File: config.mk
export PLATFORM = sky130hd
export DESIGN_NAME = wkup_ctrl
export DESIGN_NICKNAME = d
export VERILOG_FILES = /design/src/rtl/wkup_pkg.sv /design/src/rtl/wkup_sync_edge.sv /design/src/rtl/wkup_pending.sv /design/src/rtl/wkup_regbank.sv /design/src/rtl/wkup_ctrl.sv
export SDC_FILE = /design/constraint.sdc
export NUM_CORES = 1
export LEC_CHECK = 0
export ABC_CLOCK_PERIOD_IN_PS = 1790
export BUFFER_PORTS_ARGS = -buffer_cell sky130_fd_sc_hd__buf_2
export CAP_MARGIN = 10
export CORE_MARGIN = 2
export CORE_UTILIZATION = 45
export CTS_CLUSTER_SIZE = 8
export DETAILED_ROUTE_END_ITERATION = 8
export PLACE_DENSITY = 0.73
export SLEW_MARGIN = 20
export SYNTH_ARGS = -nofsm -noshare
export SYNTH_HDL_FRONTEND = slang
export SYNTH_SLANG_ARGS = --single-unit
export TNS_END_PERCENT = 5
File: constraint.sdc
create_clock -name clk -period 1.79 [get_ports clk]
set_input_delay 0.0895 -clock clk [delete_from_list [all_inputs] [get_ports clk]]
set_output_delay 0.0895 -clock clk [all_outputs]
set_load 0.01 [all_outputs]
File: src/rtl/wkup_pkg.sv
package wkup_pkg;
  localparam int unsigned BYTE_W = 8;
  typedef logic [BYTE_W-1:0] wk_byte_t;
endpackage

File: src/rtl/wkup_sync_edge.sv
module wkup_sync_edge #(
  parameter int unsigned N_LINES     = 16,
  parameter int unsigned SYNC_STAGES = 2
) (
  input  logic               clk,
  input  logic               rst_n,
  input  logic [N_LINES-1:0] async_i,
  output logic [N_LINES-1:0] rise_o,
  output logic [N_LINES-1:0] fall_o
);
  logic [N_LINES-1:0] sync_q [SYNC_STAGES];
  logic [N_LINES-1:0] prev_q;

  always_ff @(posedge clk or negedge rst_n) begin
    if (!rst_n) begin
      for (int i = 0; i < int'(SYNC_STAGES); i++) sync_q[i] <= '0;
      prev_q <= '0;
    end else begin
      sync_q[0] <= async_i;
      for (int i = 1; i < int'(SYNC_STAGES); i++) sync_q[i] <= sync_q[i-1];
      prev_q <= sync_q[SYNC_STAGES-1];
    end
  end

  assign rise_o = sync_q[SYNC_STAGES-1] & ~prev_q;
  assign fall_o = ~sync_q[SYNC_STAGES-1] & prev_q;


  rise_follows_low_chk: assert property (@(posedge clk) disable iff (!rst_n)
    (rise_o != '0) |=> ((prev_q & $past(rise_o)) == $past(rise_o)));
endmodule

File: src/rtl/wkup_pending.sv
module wkup_pending #(
  parameter int unsigned N_LINES = 16
) (
  input  logic               clk,
  input  logic               rst_n,
  input  logic [N_LINES-1:0] hw_set_i,
  input  logic [N_LINES-1:0] wr_mask_i,
  input  logic [N_LINES-1:0] wr_val_i,
  output logic [N_LINES-1:0] pend_o,
  output logic [N_LINES-1:0] pend_next_o
);
  logic [N_LINES-1:0] pend_q;
  logic               any_wr;

  assign any_wr      = |wr_mask_i;
  assign pend_next_o = ((wr_mask_i & wr_val_i) | (~wr_mask_i & pend_q)) | hw_set_i;

  always_ff @(posedge clk or negedge rst_n) begin
    if (!rst_n) pend_q <= '0;
    else        pend_q <= pend_next_o;
  end

  assign pend_o = pend_q;


  pend_sticky_chk: assert property (@(posedge clk) disable iff (!rst_n)
    !any_wr |=> ((pend_q & $past(pend_q)) == $past(pend_q)));


  hw_set_lands_chk: assert property (@(posedge clk) disable iff (!rst_n)
    (hw_set_i != '0) |=> ((pend_q & $past(hw_set_i)) == $past(hw_set_i)));
endmodule

File: src/rtl/wkup_regbank.sv
module wkup_regbank
  import wkup_pkg::*;
#(
  parameter int unsigned N_LINES = 16,
  parameter int unsigned ADDR_W  = 2
) (
  input  logic               clk,
  input  logic               rst_n,
  input  logic [ADDR_W-1:0]  reg_addr,
  input  logic               reg_we,
  input  wk_byte_t           reg_wdata,
  input  logic [N_LINES-1:0] pend_i,
  output logic [N_LINES-1:0] pol_o,
  output logic               trig_wr_o,
  output logic [N_LINES-1:0] pend_mask_o,
  output logic [N_LINES-1:0] pend_val_o,
  output wk_byte_t           reg_rdata
);
  localparam int unsigned N_BYTES = N_LINES / BYTE_W;

  logic [N_LINES-1:0] pol_q;

  // Polarity bytes: byte b sits at address N_BYTES-1-b (high byte first).
  for (genvar b = 0; b < int'(N_BYTES); b++) begin : g_pol
    always_ff @(posedge clk or negedge rst_n) begin
      if (!rst_n) pol_q[b*BYTE_W +: BYTE_W] <= '0;
      else if (reg_we && reg_addr == ADDR_W'(N_BYTES-1-b))
        pol_q[b*BYTE_W +: BYTE_W] <= reg_wdata;
    end
  end

  assign trig_wr_o = reg_we && (reg_addr < ADDR_W'(N_BYTES));
  assign pol_o     = pol_q;

  always_comb begin
    pend_mask_o = '0;
    pend_val_o  = '0;
    reg_rdata   = '0;
    for (int b = 0; b < int'(N_BYTES); b++) begin
      if (reg_addr == ADDR_W'(N_BYTES-1-b))
        reg_rdata = pol_q[b*BYTE_W +: BYTE_W];
      if (reg_addr == ADDR_W'(2*N_BYTES-1-b)) begin
        reg_rdata = pend_i[b*BYTE_W +: BYTE_W];
        if (reg_we) begin
          pend_mask_o[b*BYTE_W +: BYTE_W] = '1;
          pend_val_o[b*BYTE_W +: BYTE_W]  = reg_wdata;
        end
      end
    end
  end


  pol_hold_chk: assert property (@(posedge clk) disable iff (!rst_n)
    !trig_wr_o |=> $stable(pol_q));
endmodule

File: src/rtl/wkup_ctrl.sv
module wkup_ctrl
  import wkup_pkg::*;
#(
  parameter int unsigned N_LINES     = 16,
  parameter int unsigned SYNC_STAGES = 2,
  localparam int unsigned N_BYTES    = N_LINES / BYTE_W,
  localparam int unsigned ADDR_W     = $clog2(2 * N_BYTES)
) (
  input  logic                clk,
  input  logic                rst_n,
  input  logic [N_LINES-1:0]  wake_i,
  input  logic [ADDR_W-1:0]   reg_addr,
  input  logic                reg_we,
  input  logic [BYTE_W-1:0]   reg_wdata,
  output logic [BYTE_W-1:0]   reg_rdata,
  output logic                wake_irq_o
);
  logic [N_LINES-1:0] rise, fall, pol, hw_set;
  logic [N_LINES-1:0] pend_q, pend_next, pend_mask, pend_val;
  logic               trig_wr;
  logic               irq_q;

  wkup_sync_edge #(.N_LINES(N_LINES), .SYNC_STAGES(SYNC_STAGES)) u_edge (
    .clk(clk), .rst_n(rst_n), .async_i(wake_i), .rise_o(rise), .fall_o(fall)
  );

  wkup_regbank #(.N_LINES(N_LINES), .ADDR_W(ADDR_W)) u_regs (
    .clk(clk), .rst_n(rst_n), .reg_addr(reg_addr), .reg_we(reg_we),
    .reg_wdata(reg_wdata), .pend_i(pend_q), .pol_o(pol), .trig_wr_o(trig_wr),
    .pend_mask_o(pend_mask), .pend_val_o(pend_val), .reg_rdata(reg_rdata)
  );

  // Events are discarded on any edge that rewrites a polarity byte.
  assign hw_set = trig_wr ? '0 : ((pol & rise) | (~pol & fall));

  wkup_pending #(.N_LINES(N_LINES)) u_pend (
    .clk(clk), .rst_n(rst_n), .hw_set_i(hw_set), .wr_mask_i(pend_mask),
    .wr_val_i(pend_val), .pend_o(pend_q), .pend_next_o(pend_next)
  );

  always_ff @(posedge clk or negedge rst_n) begin
    if (!rst_n) irq_q <= 1'b0;
    else        irq_q <= |pend_next;
  end

  assign wake_irq_o = irq_q;


  irq_matches_pend_chk: assert property (@(posedge clk) disable iff (!rst_n)
    irq_q == (|pend_q));


  trig_write_drops_chk: assert property (@(posedge clk) disable iff (!rst_n)
    trig_wr |=> (pend_q == $past(pend_q)));
endmodule

# Word-level counts from Yosys, hierarchy flattened
# Cells that the tools add are included.
# totals
ram_bits,0
output_inout_bits,9
word_cells,40
reg_bits,81
n_memories,0
rom_bits,0
input_bits,29
latchBits,0
# classes
n_lt_le_gt_ge,1
n_eq_ne,3
shift,0
div_mod_pow,0
n_reduce_logical,5
mul,0
n_mux,11
add_sub_neg,0
bitwise,13
# op_table
op,n
AND 16 bit,6
two-way mux 8 bit,10
NOT 16 bit,4
OR 16 bit,3
two-way mux 16 bit,1
OR reduction 16 bit,1
equality test 2 bit (second input constant),2
logical AND 1 bit,3
equality test 2 x 1 -> 1 bit (second input constant),1
logical NOT 2 bit,1
< comparator 2 bit (second input constant),1

# Logic depth before layout (Yosys ltp)
# depth
ltp_word,7
mapped_depth,8
depth_no_buf,5

# Cells and area by module
# From an unflattened synthesis, not the netlist that was laid out.
# hier_totals
cells_unflattened,247
area_unflattened_um2,3505.9
# modules_own_cells
module,cells_each,n_inst,seq_area_each_um2,area_each_um2
wkup_sync_edge,80,1,1201.2,1481.4
wkup_regbank,79,1,400.4,1077.3
wkup_pending,48,1,400.4,640.6
wkup_ctrl,40,1,25.0,306.5

# Least setup slack after synthesis
# Ideal clock, no wire load.
# synth_path
path_type,register to register
from,"register u_regs.pol_q[11], in the netlist u_regs.pol_o[11]"
to,"register irq_q, in the netlist wake_irq_o"
path_buffers,0
synth_period_minus_slack_ps,1511
slack_ps,279
path_stages_with_launch,6
required_ps,1650
setup_ps,140
t_arrival_ps,1372
cell_sequence,dfrtp_1 -> and3b_1 -> a2111oi_0 -> nor3_1 -> nor4_1 -> nand4_1
# synth_between
elab_chain_cells,6
word_cells_on_any_way,7
classes_between,1 x mux; 5 x bitwise; 1 x reduce/logical
# synth_rtl
element,line,text
from (decl),wkup_regbank.sv:21,logic [N_LINES-1:0] pol_q;
"from (signal, indexed assignment)",wkup_regbank.sv:28,pol_q[b*BYTE_W +: BYTE_W] <= reg_wdata;
NOT 16 bit,wkup_ctrl.sv:34,assign hw_set = trig_wr ? '0 : ((pol & rise) | (~pol & fall));
AND 16 bit,wkup_ctrl.sv:34,
OR 16 bit *,wkup_ctrl.sv:34,
two-way mux 16 bit *,wkup_ctrl.sv:34,
OR 16 bit *,wkup_pending.sv:16,assign pend_next_o = ((wr_mask_i & wr_val_i) | (~wr_mask_i & pend_q)) | hw_set_i;
via pend_next[11],wkup_ctrl.sv:19,"logic [N_LINES-1:0] pend_q, pend_next, pend_mask, pend_val;"
OR reduction 16 bit *,wkup_ctrl.sv:43,else irq_q <= |pend_next;
to (signal assigned),wkup_ctrl.sv:43,
to (decl),wkup_ctrl.sv:21,logic irq_q;
# The timed path passes the listed nets; every way through them passes the cells marked *.
# A chain may end at the register's enable or synchronous reset.

# Final worst setup path
# layout_path
from,register u_edge.prev_q[14]
to,"register irq_q, in the netlist wake_irq_o"
# layout_between
elab_chain_cells,7
word_cells_on_any_way,9
classes_between,1 x mux; 7 x bitwise; 1 x reduce/logical
# layout_rtl
element,line,text
from (decl),wkup_sync_edge.sv:12,logic [N_LINES-1:0] prev_q;
from (signal assigned),wkup_sync_edge.sv:21,prev_q <= sync_q[SYNC_STAGES-1];
NOT 16 bit,wkup_sync_edge.sv:25,assign rise_o = sync_q[SYNC_STAGES-1] & ~prev_q;
AND 16 bit,wkup_sync_edge.sv:25,
AND 16 bit,wkup_ctrl.sv:34,
OR 16 bit *,wkup_ctrl.sv:34,
two-way mux 16 bit *,wkup_ctrl.sv:34,
OR 16 bit *,wkup_pending.sv:16,
via pend_next[14],wkup_ctrl.sv:19,
OR reduction 16 bit *,wkup_ctrl.sv:43,
# Marks and branches as above.

==> results.toml <==
[power]
pwr-share-seq = 0.556
ir_worst_vdd_v = 0.000570
power.density_mw_per_mm2 = 984
internal_power_mw = 2.85
power.share.clock = 0.287
net-switching-power_mw = 1.08
power_leakage_nw = 1.67
pwr-share-comb = 0.158
switching_share = 0.274

[timing]
slew_viol_final = 0
clock_skew_ns = 0.00690
tightest_slew_ns = 0.456
slew-limit-headroom = 0.696
fin_crit_ns = 1.72
finalHoldViolCount = 0
finalSetupViolCount = 0
max_freq_ghz = 0.582
setup-tns-final_ns = 0
fin_crit_sh = 0.960

[detailed_routing]
wl_per_cell_um = 16.6
vias_per_cell = 5.42
drt-total-wl_um = 6570
drc = 0
drtIter0Drc = 97
vias = 2145
drt-pass1-iter-count = 4
ant_nets = 0

[grt]
grt_pass1_wl_um = 10700
grt_max_degree = 35
overflow = 0
grt_pass1_vias = 2164
grt_usage = 0.184
antenna_found_initial = 0

[clocking]
cts_made_buffers = 9
worstSkewPairLatency_ns = 0.36
clk_pin_slew_worst_paths_ns = 0.08
cts-root-buf = "clkbuf_8"
cts_sinks = 81
cts_tree = "built"
cts_buffer_depth = 2
h-tree-depth = 3

[outcome]
status = "finished clean"

[setup_path]
r2r_setup_slack_ns = 0.07
endpoint_kind = "flip-flop"
r2r-start = "u_edge.prev_q[14]"
cp-start-kind = "flip-flop"
ff2ff_path_depth = 5
crit_fanout = 3
critPathArrivalTime_ns = 1.93
critical_path_class = "reg2reg"
regToRegEndpoint = "wake_irq_o"
crit_required_ns = 2.01

[floorplanning]
fp.dieH_um = 88.6
die_w_um = 88.6
placementRows = 30
fp.coreArea_sq_mm = 0.00687
boundaryPins = 38
dieArea_sq_mm = 0.00784
start_util = 0.468

[layout]
drive_gt1_frac = 0.383
final_cell_mix = "dfrtp_1 (81), buf_2 (36), buf_4 (18), nor2_1 (17), dlygate4sd3_1 (17)"
num_antenna_cells = 0
final_common_cell = "dfrtp_1"
fin_cells = 396
final_nets = 324
syn2layout_area_growth_pct = 24.1

[logic_synthesis]
synth.area.mux_share = 0.112
synth.avg_cell_area_sq_um = 14.6
yosys_register_bits = 81
syn-num-nets = 250
syn_area_sq_mm = 0.00322
synth_top_family_by_area = "simple AND/OR/NAND/NOR gates"
synth_compound_area_frac = 0.0910
netlist_instances = 221
synth_fa_ha_area_frac = 0
synth_cell_types = 26
synth-simple-area-share = 0.143
seq_area_frac_synth = 0.630
synthXorXnorAreaFrac = 0
yosysWarnings = 0

[min_path]
min_path_type = "in2reg"
min_to = "u_regs.pol_o[8]"
worst_hold_startpoint = "reg_wdata[0]"
min_path_cells = 2

[place]
hpwl_um = 4360
dp.cells = 362
portBuffers = 37
place.gp.congestion = 0.863

[run]
drv_cap = 0
-- per-layer routing --
| layer | track usage | wire length [um] |
|---|---|---|
| met1 | 0.246 | 3010 |
| met3 | 0.0606 | 239 |
| met2 | 0.280 | 3210 |
| met5 | 0 | 0 |
| met4 | 0.0702 | 99 |
-- power by group through the flow --
stage / registers [mW] / clock network [mW] / logic [mW]
global route: 2.21 / 1.23 / 0.682
detailed placement: 2.20 / 0 / 0.563
CTS: 2.17 / 1.16 / 0.593
finish: 2.18 / 1.13 / 0.619
global placement: 2.19 / 0 / 0.553
floorplan: 2.16 / 0 / 0.374
-- area by class of cell --
class / count / area, sq um
multi-input cells: 131 / 1180
clock inverters: 6 / 35.0
fillers: 572 / 2880
well taps: 96 / 120
flip-flops and latches: 81 / 2030
repair buffers: 72 / 505
clock buffers: 10 / 128
-- critical path, stage by stage (launching register included) --
cell and delay (ns):
dfrtp_1 0.40, and3b_1 0.23, a2111oi_1 0.41, nor3_1 0.12
nor4_1 0.30, nand4_1 0.13
-- Yosys cell counts (all sizes together) --
| master | n | area share |
|---|---|---|
| nor4 | 6 | 0.012 |
| nand2 | 8 | 0.0093 |
| and3b | 8 | 0.022 |
| nor3b | 1 | 0.0023 |
| nor2 | 18 | 0.022 |
| or3b | 8 | 0.022 |
| a21oi | 8 | 0.012 |
| and4b | 8 | 0.025 |
| buf | 9 | 0.024 |
| dfrtp | 81 | 0.63 |
| nor3 | 8 | 0.012 |
| o221ai | 7 | 0.019 |
| mux2 | 16 | 0.056 |
| o221a | 1 | 0.0035 |
| o21a | 7 | 0.016 |
| mux4 | 8 | 0.056 |
| a2111oi | 14 | 0.040 |
| nand2b | 1 | 0.0019 |
| nor2b | 1 | 0.0043 |
| nand3b | 2 | 0.0086 |
| nand4 | 1 | 0.0019 |
-- flip-flops by register name, indices dropped and copies added (netlist names) --
signal and flops:
u_edge.prev_q 16, u_edge.sync_q 32, u_pend.pend_o 16, u_regs.pol_o 16, wake_irq_o 1
-- repair_timing --
action / CTS / global route
hold endpoints to repair: 48 / 0
hold buffers: 17 / 0
endpoints found under the setup margin: 0 / 1
buffers inserted: 0 / 1
gates resized for setup: 0 / 17
-- worst max-delay path by stage --
stage | cells past startpoint | slack (ns) | endpoint | from
2_1_floorplan | 5 | 0.28 | wake_irq_o | u_regs.pol_o[11]
4_1_cts | 5 | 0.08 | wake_irq_o | u_regs.pol_o[11]
3_5_place_dp | 7 | 0.09 | wake_irq_o | reg_addr[0]
6_report | 5 | 0.07 | wake_irq_o | u_edge.prev_q[14]
3_3_place_gp | 5 | 0.12 | wake_irq_o | u_regs.pol_o[14]
5_1_grt | 5 | -0.08 | wake_irq_o | u_regs.pol_o[14]
-- through the flow --
step	power [mW]	setup slack, ns	hold slack [ns]	area [sq um]	util
floorplan	2.53	0.279	-0.206	3220	-
global placement	2.75	0.121	0.0708	3590	0.522
detailed placement	2.77	0.0898	0.0722	3590	0.522
CTS	3.92	0.0834	0.00500	3920	0.571
global route	4.12	-0.0755	0.0201	3990	0.581
finish	3.93	0.0710	0.0206	3990	0.581
-- cell families (layout without fill, tap and decap cells) --
| family | count (synthesis) | count (layout) |
|---|---|---|
| flip-flops | 81 | 81 |
| AND/OR/NAND/NOR | 70 | 70 |
| AO/OA/AOI/OAI | 37 | 37 |
| multiplexers | 24 | 24 |
| buffers and inverters | 9 | 88 |
Note: power is estimated with default switching activity, not from simulation.
